--- config.mk ---
export PLATFORM = sky130hd
export DESIGN_NAME = onebus_core
export DESIGN_NICKNAME = d
export VERILOG_FILES = /design/src/rtl/onebus_pkg.sv /design/src/rtl/onebus_regfile.sv /design/src/rtl/onebus_alu.sv /design/src/rtl/onebus_ctrl.sv /design/src/rtl/onebus_core.sv
export SDC_FILE = /design/constraint.sdc
export NUM_CORES = 2
export LEC_CHECK = 0
export BUFFER_PORTS_ARGS = -buffer_cell sky130_fd_sc_hd__buf_2
export CAP_MARGIN = 30
export CORE_MARGIN = 2
export CORE_UTILIZATION = 50
export CTS_BUF_LIST = sky130_fd_sc_hd__clkbuf_4 sky130_fd_sc_hd__clkbuf_8 sky130_fd_sc_hd__clkbuf_16
export DETAILED_ROUTE_END_ITERATION = 7
export PLACE_DENSITY = 0.65
export SYNTH_ARGS = -nofsm -noshare
export SYNTH_HDL_FRONTEND = slang
export SYNTH_SLANG_ARGS = --single-unit
export TNS_END_PERCENT = 50
--- constraint.sdc ---
create_clock -name clk -period 7.8 [get_ports clk]
set_clock_uncertainty 0.2 [all_clocks]
set_input_delay 1.56 -clock clk [delete_from_list [all_inputs] [get_ports clk]]
set_output_delay 1.56 -clock clk [all_outputs]
set_load 0.03 [all_outputs]
--- src/rtl/onebus_pkg.sv ---
// Shared constants and types for the single-bus core.
// Assumes a 32-bit word and a fixed instruction field layout.
package onebus_pkg;
    localparam int XLEN   = 32;
    localparam int NREG   = 32;
    localparam int RSEL_W = $clog2(NREG);
    localparam int STEP_W = 3;

    localparam logic [4:0] OP_LD   = 5'd1;
    localparam logic [4:0] OP_ST   = 5'd3;
    localparam logic [4:0] OP_BR   = 5'd8;
    localparam logic [4:0] OP_ADD  = 5'd12;
    localparam logic [4:0] OP_ADDI = 5'd13;

    typedef enum logic [2:0] {
        ALU_ADD, ALU_SUB, ALU_AND, ALU_NOT, ALU_PASSB, ALU_INC4
    } alu_op_e;

    typedef enum logic [1:0] {SEL_NONE, SEL_RA, SEL_RB, SEL_RC} rsel_e;

    // Gate (bus source) and strobe (register capture) controls for one step
    typedef struct packed {
        logic    pc_out;
        logic    md_out;
        logic    c_out;
        logic    r_out;
        logic    ba_out;
        logic    c2_out;
        logic    pc_in;
        logic    pc_in_if;
        logic    ir_in;
        logic    ma_in;
        logic    md_in;
        logic    a_in;
        logic    c_in;
        logic    r_in;
        logic    con_in;
        logic    rd;
        logic    wr;
        logic    stall;
        logic    fin;
        rsel_e   rsel;
        alu_op_e alu;
    } ctl_t;
endpackage

--- src/rtl/onebus_regfile.sv ---
// Register file: NREG words, one select shared by read and write.
// Assumes that only one register transfer per step uses the select.
// base_data returns zero when register 0 is selected (base-address path).
module onebus_regfile #(
    parameter int NREG = 32,
    parameter int XLEN = 32,
    localparam int AW  = $clog2(NREG)
) (
    input  logic            clk,
    input  logic            rst_n,
    input  logic [AW-1:0]   sel,
    input  logic            wr_en,
    input  logic [XLEN-1:0] wdata,
    output logic [XLEN-1:0] rd_data,
    output logic [XLEN-1:0] base_data
);
    logic [XLEN-1:0] regs [NREG];

    for (genvar g = 0; g < NREG; g++) begin : g_reg
        logic [XLEN-1:0] q;
        // Capture the bus into this register when it is selected and strobed
        always_ff @(posedge clk) begin
            if (!rst_n)
                q <= '0;
            else if (wr_en && sel == AW'(g))
                q <= wdata;
        end
        assign regs[g] = q;
    end

    assign rd_data   = regs[sel];
    assign base_data = (sel == '0) ? '0 : regs[sel];
endmodule

--- src/rtl/onebus_alu.sv ---
// ALU: left operand from the A latch, right operand from the bus.
// Purely combinational; the result is captured by the C register.
module onebus_alu
    import onebus_pkg::*;
#(
    parameter int W = 32
) (
    input  logic [W-1:0] a,
    input  logic [W-1:0] b,
    input  alu_op_e      op,
    output logic [W-1:0] y
);
    // Select the function on the two operands
    always_comb begin
        case (op)
            ALU_ADD:  y = a + b;
            ALU_SUB:  y = a - b;
            ALU_AND:  y = a & b;
            ALU_NOT:  y = ~b;
            ALU_INC4: y = b + W'(4);
            default:  y = b;
        endcase
    end
endmodule

--- src/rtl/onebus_ctrl.sv ---
// Hardwired controller: a step counter plus a decoder from (step, opcode)
// to gate and strobe controls. A step marked stall holds until mem_done;
// a step marked fin returns to step 0 once it may advance.
module onebus_ctrl
    import onebus_pkg::*;
(
    input  logic              clk,
    input  logic              rst_n,
    input  logic [4:0]        opcode,
    input  logic              mem_done,
    output ctl_t              ctl,
    output logic [STEP_W-1:0] step
);
    logic hold;

    // Decode the current step and opcode into control signals
    always_comb begin
        ctl = '0;
        case (step)
            3'd0: begin ctl.pc_out = 1'b1; ctl.ma_in = 1'b1; ctl.alu = ALU_INC4; ctl.c_in = 1'b1; end
            3'd1: begin ctl.c_out = 1'b1; ctl.pc_in = 1'b1; ctl.rd = 1'b1; ctl.stall = 1'b1; end
            3'd2: begin ctl.md_out = 1'b1; ctl.ir_in = 1'b1; end
            default: begin
                case (opcode)
                    OP_ADD, OP_ADDI: begin
                        case (step)
                            3'd3: begin ctl.rsel = SEL_RB; ctl.r_out = 1'b1; ctl.a_in = 1'b1; end
                            3'd4: begin
                                if (opcode == OP_ADD) begin ctl.rsel = SEL_RC; ctl.r_out = 1'b1; end
                                else ctl.c2_out = 1'b1;
                                ctl.alu = ALU_ADD; ctl.c_in = 1'b1;
                            end
                            default: begin ctl.c_out = 1'b1; ctl.rsel = SEL_RA; ctl.r_in = 1'b1; ctl.fin = 1'b1; end
                        endcase
                    end
                    OP_LD, OP_ST: begin
                        case (step)
                            3'd3: begin ctl.rsel = SEL_RB; ctl.ba_out = 1'b1; ctl.a_in = 1'b1; end
                            3'd4: begin ctl.c2_out = 1'b1; ctl.alu = ALU_ADD; ctl.c_in = 1'b1; end
                            3'd5: begin ctl.c_out = 1'b1; ctl.ma_in = 1'b1; end
                            3'd6: begin
                                if (opcode == OP_LD) begin ctl.rd = 1'b1; ctl.stall = 1'b1; end
                                else begin ctl.rsel = SEL_RA; ctl.r_out = 1'b1; ctl.md_in = 1'b1; end
                            end
                            default: begin
                                if (opcode == OP_LD) begin ctl.md_out = 1'b1; ctl.rsel = SEL_RA; ctl.r_in = 1'b1; end
                                else begin ctl.wr = 1'b1; ctl.stall = 1'b1; end
                                ctl.fin = 1'b1;
                            end
                        endcase
                    end
                    OP_BR: begin
                        if (step == 3'd3) begin ctl.rsel = SEL_RC; ctl.r_out = 1'b1; ctl.con_in = 1'b1; end
                        else begin ctl.rsel = SEL_RB; ctl.r_out = 1'b1; ctl.pc_in_if = 1'b1; ctl.fin = 1'b1; end
                    end
                    default: ctl.fin = 1'b1;
                endcase
            end
        endcase
    end

    assign hold = ctl.stall & ~mem_done;

    // Advance, hold in a wait step, or return to step 0 at End
    always_ff @(posedge clk) begin
        if (!rst_n)
            step <= '0;
        else if (!hold)
            step <= ctl.fin ? '0 : step + STEP_W'(1);
    end
endmodule

--- src/rtl/onebus_core.sv ---
// Single-bus multicycle core: PC, IR, MA, MD, A, C, CON and the register
// file share one bus driven by exactly one gated source per step.
// Assumes a memory that holds done low until a held request completes.
module onebus_core
    import onebus_pkg::*;
(
    input  logic            clk,
    input  logic            rst_n,
    output logic [XLEN-1:0] mem_addr,
    output logic [XLEN-1:0] mem_wdata,
    input  logic [XLEN-1:0] mem_rdata,
    output logic            mem_rd,
    output logic            mem_wr,
    input  logic            mem_done
);
    localparam int IMM_W = 17;

    ctl_t              ctl;
    logic [STEP_W-1:0] step;
    logic [XLEN-1:0]   pc_q, ir_q, ma_q, md_q, a_q, c_q;
    logic [XLEN-1:0]   bus, alu_y, r_data, ba_data, c2_ext;
    logic [RSEL_W-1:0] rsel;
    logic [5:0]        bus_gates;
    logic              con_q, cond;

    onebus_ctrl u_ctrl (
        .clk(clk), .rst_n(rst_n), .opcode(ir_q[31:27]),
        .mem_done(mem_done), .ctl(ctl), .step(step)
    );

    onebus_regfile #(.NREG(NREG), .XLEN(XLEN)) u_rf (
        .clk(clk), .rst_n(rst_n), .sel(rsel), .wr_en(ctl.r_in),
        .wdata(bus), .rd_data(r_data), .base_data(ba_data)
    );

    onebus_alu #(.W(XLEN)) u_alu (.a(a_q), .b(bus), .op(ctl.alu), .y(alu_y));

    assign c2_ext    = {{(XLEN-IMM_W){ir_q[IMM_W-1]}}, ir_q[IMM_W-1:0]};
    assign bus_gates = {ctl.pc_out, ctl.md_out, ctl.c_out, ctl.r_out, ctl.ba_out, ctl.c2_out};

    // Map the register-select gate onto an instruction field
    always_comb begin
        case (ctl.rsel)
            SEL_RA:  rsel = ir_q[26:22];
            SEL_RB:  rsel = ir_q[21:17];
            SEL_RC:  rsel = ir_q[16:12];
            default: rsel = '0;
        endcase
    end

    // Bus multiplexer: the gated source drives the bus, otherwise zero
    always_comb begin
        if (bus_gates[5])      bus = pc_q;
        else if (bus_gates[4]) bus = md_q;
        else if (bus_gates[3]) bus = c_q;
        else if (bus_gates[2]) bus = r_data;
        else if (bus_gates[1]) bus = ba_data;
        else if (bus_gates[0]) bus = c2_ext;
        else                   bus = '0;
    end

    // Branch condition evaluated on the bus value
    always_comb begin
        case (ir_q[2:0])
            3'd1:    cond = 1'b1;
            3'd2:    cond = (bus == '0);
            3'd3:    cond = (bus != '0);
            3'd4:    cond = ~bus[XLEN-1];
            3'd5:    cond = bus[XLEN-1];
            default: cond = 1'b0;
        endcase
    end

    // Strobe the datapath registers from the bus, the ALU or memory
    always_ff @(posedge clk) begin
        if (!rst_n) begin
            pc_q <= '0; ir_q <= '0; ma_q <= '0; md_q <= '0;
            a_q  <= '0; c_q  <= '0; con_q <= 1'b0;
        end else begin
            if (ctl.pc_in || (ctl.pc_in_if && con_q)) pc_q <= bus;
            if (ctl.ir_in)  ir_q  <= bus;
            if (ctl.ma_in)  ma_q  <= bus;
            if (ctl.a_in)   a_q   <= bus;
            if (ctl.c_in)   c_q   <= alu_y;
            if (ctl.con_in) con_q <= cond;
            if (ctl.md_in)  md_q  <= bus;
            else if (ctl.rd && mem_done) md_q <= mem_rdata;
        end
    end

    assign mem_addr  = ma_q;
    assign mem_wdata = md_q;
    assign mem_rd    = ctl.rd;
    assign mem_wr    = ctl.wr;
endmodule

==> summary.txt <==
Power and ir drop
  • Leakage: around 23 nW
  • Part of the power in the clock network: 0.276
  • Int Pwr: 0.0137 W
  • P_sw: ~0.0098 W
  • Sequential power share: 0.287
  • Peak supply drop: around 450 uV
  • Combinational Power Share: 0.437
  • Total power: approximately 0.023 W
  • Switch share: 0.418
  • Pwr dens: 351 nW/um^2

Timing
  • Achievable clock frequency: ~130 MHz
  • Final setup violating endpoints: 2
  • Crit path time final: 7.83 ns
  • Final hold vios: 0
  • RSZ-0062 raised after global routing: true
  • Worst slew pin tran: 1.20 ns
  • Slew margin rel.: 0.200
  • Fin. max-slew vios: 0
  • Min setup slack post-route: -0.0349 ns
  • Final worst path period share: 1.00
  • Worst hold margin: approximately 0.25 ns

Detailed routing
  • Total number of vias: around 56,000
  • 1st-pass router iterations: 6
  • DR vias/cell: between 6 and 7
  • Remaining DRCs: 0
  • WL/cell: roughly 25 um
  • Total length of routed wires: around 220,000 um
  • DR iter-0 viols: approximately 6,700
  • ANT nets after route: 0

Worst setup path
  • Worst setup EP type: flip-flop
  • RR Endpoint: c_q[30]
  • CP Launch Point: u_ctrl.step[0]
  • Crit path kind: reg -> reg
  • Reg2reg path depth: 36
  • Worst r2r src: u_ctrl.step[0]
  • Most frequent CP cell: o21a_1
  • CP required: 8.29 ns
  • R2r setup slk: -0.03 ns
  • CP max stage delay: about 0.57 ns
  • Crit path launch type: flip-flop
  • Critical Path Sink: c_q[30]
  • CP max stage cell: nor3_4
  • Critical Path AT: ~8.3 ns
  • Crit-path max FO: 17

Global route
  • First-pass GRT wire length: 324,000 um
  • Gr usage total: 0.374
  • Grt ovf: 0
  • Vias in the first global route: slightly above 50,000
  • Initial antenna violation count: 4
  • Pin count of the biggest net entering global routing: between 200 and 250

Yosys
  • Synth Instances: roughly 7,200
  • EDFF count, synth: 0
  • Most area-consuming cells after synthesis: dfxtp_1, nand2_1, a211oi_1
  • Seq/Total Area, Yosys: 0.440
  • Ys Warns: 0
  • Post-synth top area cell: dfxtp_1
  • Async SR Flop Fraction: 0
  • Flops & latches, synth: ~1,200
  • Post-synthesis net count: between 7,000 and 8,000
  • Average size of a mapped cell: 7.69 um^2
  • Share of the synthesized area in the top cell type: 0.440
  • Synth Cell Area: approximately 56,000 um^2
  • Unique cell type count in the Yosys netlist: approximately 100
  • Predominant post-synthesis flop cell: dfxtp_1

Die
  • Num rows: approximately 120
  • DIE HEIGHT: roughly 340 um
  • Initial Util: 0.503
  • Die X: 337 um
  • Die footprint: about 110,000 um^2
  • IO Pins: around 100
  • Core area: between 100,000 and 150,000 um^2

Clock tree
  • CTS Hold Buffers Added: 0
  • Num CTS Buffers: about 140
  • Clk buf depth: 3
  • Clk slew on worst S/H paths: approximately 0.06 ns
  • Clk Tree Root Cell: clkbuf_16
  • # H-tree levels: 4
  • Worst-Skew Late Latency: a little under 0.8 ns
  • TritonCTS Sinks: 1,220
  • CTS tree: yes

Placed design
  • DP Worst Slack: -0.544 ns
  • Port bufs: 100
  • GPL Wtd Cong: roughly 1.0
  • Dpl cell area: between 60,000 and 70,000 um^2
  • Post-DP HPWL: roughly 140,000 um

Min path
  • Hold path startpoint: mem_addr[0]
  • Hold crit path type: reg -> reg

Run
  • Maxcap violations: 0

Finish
  • Area delta synth->final: 20.4%
  • Commonest non-fill, non-tap cell in the layout: nand2_1
  • Layout cells sized above 1: 0.170
  • Final instance area: between 60,000 and 70,000 um^2
  • Most frequent cells in the layout: nand2_1, dfxtp_1, a21oi_1
  • Final net count: 7,465

Status
  • Status: complete, but fails checks
  • Failing checks: negative setup slack
==> stage by stage <==
step                TNS [ns]  utilization  std cells
global placement       -1.82        0.545       8643
global route          -0.733        0.605       8975
CTS                        0        0.596       8928
floorplan                  0            -       7214
finish               -0.0393        0.605       8977
detailed placement     -1.80        0.548       8665
==> metal layers <==
layer / routed length (um) / part of all wire / vias up / track usage
met3: 23900 / 0.11 / 639 / 0.0833
met5: 11 / 0.000050 / - / 0
met4: 12700 / 0.058 / 2 / 0.198
met2: 94500 / 0.43 / 3085 / 0.563
li1: - / - / 25377 / -
met1: 89300 / 0.40 / 26525 / 0.500
==> worst max-delay path, delay by kind of cell (launching register included) <==
kind | cells | cell delay, ns
buffers and inverters | 5 | 0.68
multiplexers | 1 | 0.14
XOR/XNOR | 1 | 0.16
flip-flops | 1 | 0.36
AO/OA/AOI/OAI | 20 | 3.64
AND/OR/NAND/NOR | 7 | 2.14
adder cells (fa/ha/maj) | 2 | 0.42
==> flip-flops by register name (all words and copies together) (netlist names) <==
signal,cells
u_ctrl.step,3
ir_q,32
c_q,32
a_q,32
pc_q,32
mem_addr,32
u_rf.g.q,1024
con_q,1
mem_wdata,32
==> final cells by class <==
type,instances,area (um^2)
flip-flops and latches,1220,24400
diodes,2,5.00
well taps,1488,1860
clock inverters,41,438
repair buffers,751,6590
clock buffers,194,4020
inverters,24,103
multi-input cells,5257,29400
fillers,9950,43600
==> Yosys cell counts, types with 35 or more instances <==
cell type,number
a21oi_1,825
and3_1,87
o22ai_1,40
clkbuf_1,535
buf_1,49
ha_1,39
nor2_1,807
a31oi_1,91
buf_4,35
nand3_1,192
a221oi_1,36
o21ai_0,67
dfxtp_1,1220
mux4_2,38
nor3_1,99
buf_2,85
mux2i_1,82
nand2_1,1785
xnor2_1,55
a211oi_1,595
==> cells by family (layout without fill, tap and decap cells) <==
| group | Yosys count | count (layout) | share of synthesized area |
|---|---|---|---|
| other cells | 0 | 2 | 0 |
| buf+inv | 737 | 1010 | 0.0552 |
| compound gates | 1903 | 1903 | 0.222 |
| xor+xnor | 75 | 75 | 0.0118 |
| flops | 1220 | 1220 | 0.440 |
| fa+ha+maj | 40 | 40 | 0.00915 |
| mux | 127 | 127 | 0.0316 |
| simple gates | 3112 | 3112 | 0.231 |
==> timing repair <==
| item | 4_1_cts | 5_1_grt |
|---|---|---|
| endpoints found under the setup margin | 6 | 8 |
| cloned | 5 | 5 |
| setup buffers | 27 | 40 |
| gates resized for setup | 101 | 123 |
| pin swaps | 51 | 69 |
==> how the worst min path moves through the flow <==
stage	endpoint	cells past startpoint	slack, ns
global route	u_rf.g_reg[30].q[11]	2	0.26
floorplan	ir_q[23]	2	0.23
global placement	mem_addr[17]	2	0.23
CTS	mem_addr[4]	2	0.25
finish	mem_addr[0]	2	0.25
detailed placement	mem_addr[4]	2	0.24
==> power groups by stage <==
| stage | combinational, W | sequential [W] | clock [W] |
|---|---|---|---|
| 2_1_floorplan | 0.00480 | 0.00695 | 0 |
| 3_3_place_gp | 0.00931 | 0.00685 | 0 |
| 3_5_place_dp | 0.00933 | 0.00686 | 0 |
| 4_1_cts | 0.00957 | 0.00672 | 0.00649 |
| 5_1_grt | 0.0106 | 0.00675 | 0.00677 |
| 6_report | 0.0103 | 0.00674 | 0.00646 |
Power figures use the tool's default switching activity.
